--- src/rtl/hsa_pkg.sv ---
package hsa_pkg;

    typedef enum logic [1:0] {
        ST_LOW  = 2'd0,
        ST_HIGH = 2'd1,
        ST_SKIP = 2'd2
    } align_state_e;

endpackage

--- src/rtl/hsa_sample_qual.sv ---
module hsa_sample_qual (
    input  logic clk,
    input  logic rst_n,
    input  logic active_i,
    input  logic hit_i,
    input  logic need_two_i,
    output logic qual_o
);
    logic run_d, run_q;

    always_comb begin
        qual_o = active_i && hit_i && (!need_two_i || run_q);
        run_d  = active_i && hit_i && !qual_o;
    end

    always_ff @(posedge clk) begin
        if (!rst_n) run_q <= 1'b0;
        else        run_q <= run_d;
    end
endmodule

--- src/rtl/hsa_timer.sv ---
module hsa_timer #(
    parameter int WIDTH_W = 16,
    parameter int TIMEOUT = 6000
) (
    input  logic               clk,
    input  logic               rst_n,
    input  logic               clear_i,
    output logic [WIDTH_W-1:0] count_o,
    output logic               expired_o
);
    localparam logic [WIDTH_W-1:0] LIMIT = WIDTH_W'(TIMEOUT);

    logic [WIDTH_W-1:0] count_d, count_q;

    always_comb begin
        if (clear_i)               count_d = '0;
        else if (count_q == '1)    count_d = count_q;
        else                       count_d = count_q + 1'b1;
        count_o   = count_q;
        expired_o = (count_q >= LIMIT);
    end

    always_ff @(posedge clk) begin
        if (!rst_n) count_q <= '0;
        else        count_q <= count_d;
    end

    a_r6_clear_restarts: assert property (@(posedge clk) disable iff (!rst_n)
        clear_i |=> (count_o == '0));
endmodule

--- src/rtl/hsa_width_binner.sv ---
module hsa_width_binner #(
    parameter int OFS_W   = 8,
    parameter int WIDTH_W = 16,
    parameter int NOMINAL = 4000,
    parameter int MARGIN  = 224
) (
    input  logic [WIDTH_W-1:0] width_i,
    input  logic [OFS_W-1:0]   base_i,
    input  logic               legacy_i,
    input  logic               scroll_off_i,
    output logic [OFS_W-1:0]   adj_o
);
    localparam logic [WIDTH_W-1:0] TH_UP = WIDTH_W'(NOMINAL + MARGIN);
    localparam logic [WIDTH_W-1:0] TH_DN = WIDTH_W'(NOMINAL - MARGIN);

    logic [1:0]     step;
    logic [OFS_W:0] sum;

    always_comb begin
        step = 2'd0;
        if (!scroll_off_i) begin
            if (legacy_i)
                step = {1'b0, width_i > TH_UP} + {1'b0, width_i > TH_DN};
            else
                step = {1'b0, width_i < TH_UP} + {1'b0, width_i < TH_DN};
        end
        sum   = {1'b0, base_i} + {{(OFS_W-1){1'b0}}, step};
        adj_o = sum[OFS_W] ? {OFS_W{1'b1}} : sum[OFS_W-1:0];
    end
endmodule

--- src/rtl/hsync_offset_aligner.sv ---
module hsync_offset_aligner #(
    parameter int OFS_W   = 8,
    parameter int WIDTH_W = 16,
    parameter int NOMINAL = 4000,
    parameter int MARGIN  = 224,
    parameter int TIMEOUT = 6000
) (
    input  logic               clk,
    input  logic               rst_n,
    input  logic               csync_i,
    input  logic               psync_i,
    input  logic [OFS_W-1:0]   offset_cfg_i,
    input  logic               legacy_i,
    input  logic               scroll_off_i,
    input  logic               fast_i,
    output logic               start_o,
    output logic [OFS_W-1:0]   offset_o,
    output logic [WIDTH_W-1:0] width_o
);
    import hsa_pkg::*;

    localparam logic [WIDTH_W-1:0] WAIT_MAX = WIDTH_W'(TIMEOUT + 1);

    typedef struct packed {
        align_state_e       state;
        logic               exp_lvl;
        logic [OFS_W-1:0]   remain;
        logic [OFS_W-1:0]   ofs;
        logic [WIDTH_W-1:0] width;
        logic               start;
    } regs_t;

    regs_t r_d, r_q;

    logic               cs_active, cs_hit, cs_qual;
    logic               ps_active, ps_hit, ps_qual;
    logic               last_edge, tmr_clear, tmr_expired;
    logic [WIDTH_W-1:0] tmr_count, width_next;
    logic [OFS_W-1:0]   adj_ofs;

    // sync level qualification and elapsed-time tracking
    always_comb begin
        cs_active  = (r_q.state != ST_SKIP);
        cs_hit     = ((r_q.state == ST_LOW) ? !csync_i : csync_i) || tmr_expired;
        ps_active  = (r_q.state == ST_SKIP);
        ps_hit     = (psync_i == r_q.exp_lvl);
        last_edge  = ps_qual && (r_q.remain == {{(OFS_W-1){1'b0}}, 1'b1});
        tmr_clear  = cs_qual || last_edge;
        width_next = (tmr_count == '1) ? tmr_count : tmr_count + 1'b1;
    end

    hsa_sample_qual u_cs_qual (
        .clk       (clk),
        .rst_n     (rst_n),
        .active_i  (cs_active),
        .hit_i     (cs_hit),
        .need_two_i(!fast_i),
        .qual_o    (cs_qual)
    );

    hsa_sample_qual u_ps_qual (
        .clk       (clk),
        .rst_n     (rst_n),
        .active_i  (ps_active),
        .hit_i     (ps_hit),
        .need_two_i(legacy_i),
        .qual_o    (ps_qual)
    );

    hsa_timer #(
        .WIDTH_W(WIDTH_W),
        .TIMEOUT(TIMEOUT)
    ) u_timer (
        .clk      (clk),
        .rst_n    (rst_n),
        .clear_i  (tmr_clear),
        .count_o  (tmr_count),
        .expired_o(tmr_expired)
    );

    hsa_width_binner #(
        .OFS_W  (OFS_W),
        .WIDTH_W(WIDTH_W),
        .NOMINAL(NOMINAL),
        .MARGIN (MARGIN)
    ) u_binner (
        .width_i     (width_next),
        .base_i      (offset_cfg_i),
        .legacy_i    (legacy_i),
        .scroll_off_i(scroll_off_i),
        .adj_o       (adj_ofs)
    );

    // next-state computation
    always_comb begin
        r_d       = r_q;
        r_d.start = 1'b0;
        unique case (r_q.state)
            ST_LOW: begin
                if (cs_qual) r_d.state = ST_HIGH;
            end
            ST_HIGH: begin
                if (cs_qual) begin
                    r_d.state   = ST_SKIP;
                    r_d.width   = width_next;
                    r_d.ofs     = adj_ofs;
                    r_d.remain  = (adj_ofs == '0) ? {{(OFS_W-1){1'b0}}, 1'b1} : adj_ofs;
                    r_d.exp_lvl = 1'b0;
                end
            end
            ST_SKIP: begin
                if (ps_qual) begin
                    r_d.exp_lvl = !r_q.exp_lvl;
                    if (last_edge) begin
                        r_d.start = 1'b1;
                        r_d.state = ST_LOW;
                    end else begin
                        r_d.remain = r_q.remain - 1'b1;
                    end
                end
            end
            default: r_d.state = ST_LOW;
        endcase
    end

    always_ff @(posedge clk) begin
        if (!rst_n) begin
            r_q.state   <= ST_LOW;
            r_q.exp_lvl <= 1'b0;
            r_q.remain  <= '0;
            r_q.ofs     <= '0;
            r_q.width   <= '0;
            r_q.start   <= 1'b0;
        end else begin
            r_q <= r_d;
        end
    end

    assign start_o  = r_q.start;
    assign offset_o = r_q.ofs;
    assign width_o  = r_q.width;

    a_r9_start_single: assert property (@(posedge clk) disable iff (!rst_n)
        start_o |=> !start_o);

    a_r9_start_rearms: assert property (@(posedge clk) disable iff (!rst_n)
        start_o |-> (r_q.state == ST_LOW));

    a_r1_width_holds: assert property (@(posedge clk) disable iff (!rst_n)
        (r_q.state != ST_HIGH) |=> $stable(width_o));

    a_r7_remain_nonzero: assert property (@(posedge clk) disable iff (!rst_n)
        (r_q.state == ST_SKIP) |-> (r_q.remain != '0));

    a_r6_wait_bounded: assert property (@(posedge clk) disable iff (!rst_n)
        (r_q.state != ST_SKIP) |-> (tmr_count <= WAIT_MAX));

    a_r4_offset_kept: assert property (@(posedge clk) disable iff (!rst_n)
        (r_q.state == ST_HIGH && cs_qual && scroll_off_i) |=> (offset_o == $past(offset_cfg_i)));
endmodule

--- config.mk ---
export PLATFORM = sky130hd
export DESIGN_NAME = hsync_offset_aligner
export DESIGN_NICKNAME = d
export VERILOG_FILES = /design/src/rtl/hsa_pkg.sv /design/src/rtl/hsa_sample_qual.sv /design/src/rtl/hsa_timer.sv /design/src/rtl/hsa_width_binner.sv /design/src/rtl/hsync_offset_aligner.sv
export SDC_FILE = /design/constraint.sdc
export NUM_CORES = 1
export LEC_CHECK = 0
export BUFFER_PORTS_ARGS = -buffer_cell sky130_fd_sc_hd__buf_4
export CORE_UTILIZATION = 25
export DETAILED_ROUTE_END_ITERATION = 16
export GPL_TIMING_DRIVEN = 0
export SKIP_LAST_GASP = 1
export SYNTH_ARGS = -nofsm -noshare
export SYNTH_HDL_FRONTEND = slang
export SYNTH_HIERARCHICAL = 1
export SYNTH_SLANG_ARGS = --single-unit
--- constraint.sdc ---
create_clock -name clk -period 6.1 [get_ports clk]
set_clock_uncertainty 0.1 [all_clocks]
set_input_delay 0.305 -clock clk [delete_from_list [all_inputs] [get_ports clk]]
set_output_delay 0.305 -clock clk [all_outputs]
set_load 0.02 [all_outputs]
==> flow_metrics.py <==
metrics = {
    "outcome": {
        "outcome": "complete, no violations",
    },
    "logic_synthesis": {
        "synthCells": 456,
        "synth_top_area_cell": "dfxtp_1",
        "syn_area_sq_um": 3622,
        "yosys_warnings": 6,
        "ys_seq_area_frac": 0.2984,
        "synth_area_leaders": "dfxtp_1 (30%), buf_4 (5.4%), nand2_1 (5.1%)",
        "synth_top_area_frac": 0.2984,
        "syn-num-nets": 481,
        "async_flop_share": 0,
        "syn_avg_cell_area_sq_um": 7.943,
        "ys_ff_latch": 54,
        "yosysMostFrequentCell": "dfxtp_1",
        "synth_edf_count": 0,
        "yosysUniqueCellTypes": 65,
        "synthFlopType": "dfxtp_1",
        "yosys-top-cells-count": "dfxtp_1 (54), nand2_1 (49), nor2_1 (27), o21ai_0 (27), buf_4 (26)",
    },
    "worst_hold_path": {
        "hold_path.class": "input port to register",
    },
    "power": {
        "p_total_mw": 0.9162,
        "leakagePower_nw": 1.757,
        "ir_drop_uv": 90.35,
        "power_density_nw_per_um2": 212.5,
    },
    "sta": {
        "min_period_ns": 5.699,
        "tightest_slew_ns": 0.5843,
        "setup_slack_ns": 0.4014,
        "fin_crit_sh": 0.9342,
        "slew_violations": 0,
        "fmax_ghz": 0.1755,
        "setup_viol": 0,
        "finalHoldViolCount": 0,
        "rsz0062_at_grt": "false",
        "whs_ns": 0.2580,
        "relSlewSlack": 0.6105,
        "finalSetupTns_ns": 0,
    },
    "worst_setup_path": {
        "crit_fanout": 13,
        "r2r_slack_ns": 0.40,
        "cp_data_arrival_time_ns": 5.82,
        "path_class": "register to register",
        "worst_setup_path_start_kind": "register",
        "cp-end-kind": "register",
        "cp.required_ns": 6.22,
    },
    "die": {
        "start_util": 0.2589,
        "coreArea_sq_um": 13990,
        "fp.dieW_microns": 122.4,
        "boundaryPins": 40,
        "fp.dieH_microns": 122.4,
        "die_area_sq_um": 14970,
        "rows": 43,
    },
    "cts": {
        "post_cts_resized": 0,
        "cts.sinks": 54,
        "clock_path_buffers": 2,
        "hold_buffers": 0,
        "cts_tree": "done",
        "postCtsSetupRepairBufs": 0,
        "cts_max_level": 2,
        "clkTransAtPathRegs_ns": 0.07,
        "root_buffer": "clkbuf_16",
        "clk_latency_ns": 0.30,
        "cts_buffers": 5,
    },
    "global_routing": {
        "antenna_found_initial": 0,
        "grt-ovfl-total": 0,
        "grt_pass1_vias": 3222,
        "grt_max_degree": 17,
        "grt_pass1_wl_microns": 16160,
        "track_usage": 0.1362,
    },
    "route": {
        "wl_per_cell_microns": 14.41,
        "post_drt_via_cell_ratio": 5.120,
        "routed_wirelength_microns": 9840,
        "vias": 3497,
        "dr.pass1.iters": 4,
        "drc_errors": 0,
        "antenna_left": 0,
        "first_iter_violations": 186,
    },
    "layout": {
        "fin_cells": 683,
        "fin_nets": 527,
        "layout-drive-gt1-share": 0.2107,
        "area_growth_pct": 19.03,
        "diodes": 0,
    },
    "placed_design": {
        "numPortBuffers": 39,
        "place_ws_ns": 0.3310,
        "post-place-cells": 675,
        "dpl.hpwl_microns": 7424,
        "gp_congestion": 0.8367,
    },
    "flow_run": {
        "max_cap_viol_count": 0,
    },
}
## metal layers
layer	vias to the layer above	track usage	share of wire
li1	1752	-	-
met1	1650	0.1783	0.46
met2	82	0.2247	0.47
met3	13	0.02556	0.051
met4	0	0.04192	0.016
met5	-	0	0
## layout by cell type (no fill, tap or decap), drive strengths merged, types with 4 or more instances in the layout
master	n
a211oi	4
a21oi	21
a311oi	4
a31o	4
a31oi	18
and2	4
and3	14
and4	5
buf	68
clkbuf	20
dfxtp	54
ha	9
inv	18
mux2	6
mux2i	5
nand2	49
nand2b	8
nand3	23
nand4	12
nor2	28
nor2b	5
nor3	13
nor4	9
o21a	5
o21ai	28
o31ai	7
or2	6
or3	14
or4	5
xnor2	5
## cell families (layout without fill, tap and decap cells)
logic type	after synthesis	in the layout	share of synthesized area
AO/OA/AOI/OAI	114	114	0.2138
XOR/XNOR	6	6	0.01451
adder cells (fa/ha/maj)	10	10	0.03662
buffers and inverters	61	108	0.09084
flip-flops	54	54	0.2984
multiplexers	11	11	0.03350
AND/OR/NAND/NOR	200	200	0.3123
## through the flow
| stage | area [sq um] | util |
|---|---|---|
| floorplan | 3622 | - |
| detailed placement | 4140 | 0.2960 |
| CTS | 4307 | 0.3079 |
| global route | 4312 | 0.3082 |
| finish | 4312 | 0.3082 |
| global placement | 4140 | 0.2960 |
## state kept, by name, summed over array words and instances (netlist names)
register         cells
start_o              1
r_q                 11
width_o             16
u_ps_qual/run_q      1
u_cs_qual/run_q      1
offset_o             8
u_timer/count_o     16
## report_power, final
part	total, mW	internal (mW)	switching [mW]
registers	0.395	0.372	0.0232
clock network	0.330	0.194	0.136
logic	0.190	0.0812	0.109
## worst max-delay path, stage by stage, from the launching register on
cell and delay (ns):
dfxtp_1 0.60, nand4_1 0.28, or4b_4 0.60, nor2_1 0.18
mux2_2 0.35, or3_1 0.43, a211oi_1 0.23, nand2_1 0.08
ha_1 0.28, mux2i_1 0.18, nor2_1 0.06, ha_1 0.20
inv_1 0.08, fa_1 0.23, and4b_1 0.25, nand4_1 0.19
nand3_1 0.18, or4_1 0.57, nor4_1 0.20, o211ai_1 0.14
a31oi_1 0.20
## final timing paths
path                            depth (start not counted)               to                from
worst max-delay path                                   20          r_q[25]  u_timer/count_o[6]
worst min-delay path                                    3  u_ps_qual/run_q             psync_i
worst max register to register                         20          r_q[25]  u_timer/count_o[6]
worst min register to register                          2      offset_o[4]         offset_o[4]
## area by class of cell
cell class	instances	area (sq um)
fillers	1512	9677
multi-input cells	341	2212
flip-flops and latches	54	1086
repair buffers	39	292.8
plain buffers	43	261.5
well taps	180	225.2
clock buffers	6	128.9
inverters	18	67.56
clock inverters	2	37.54
(Power assumes the default switching activity.)
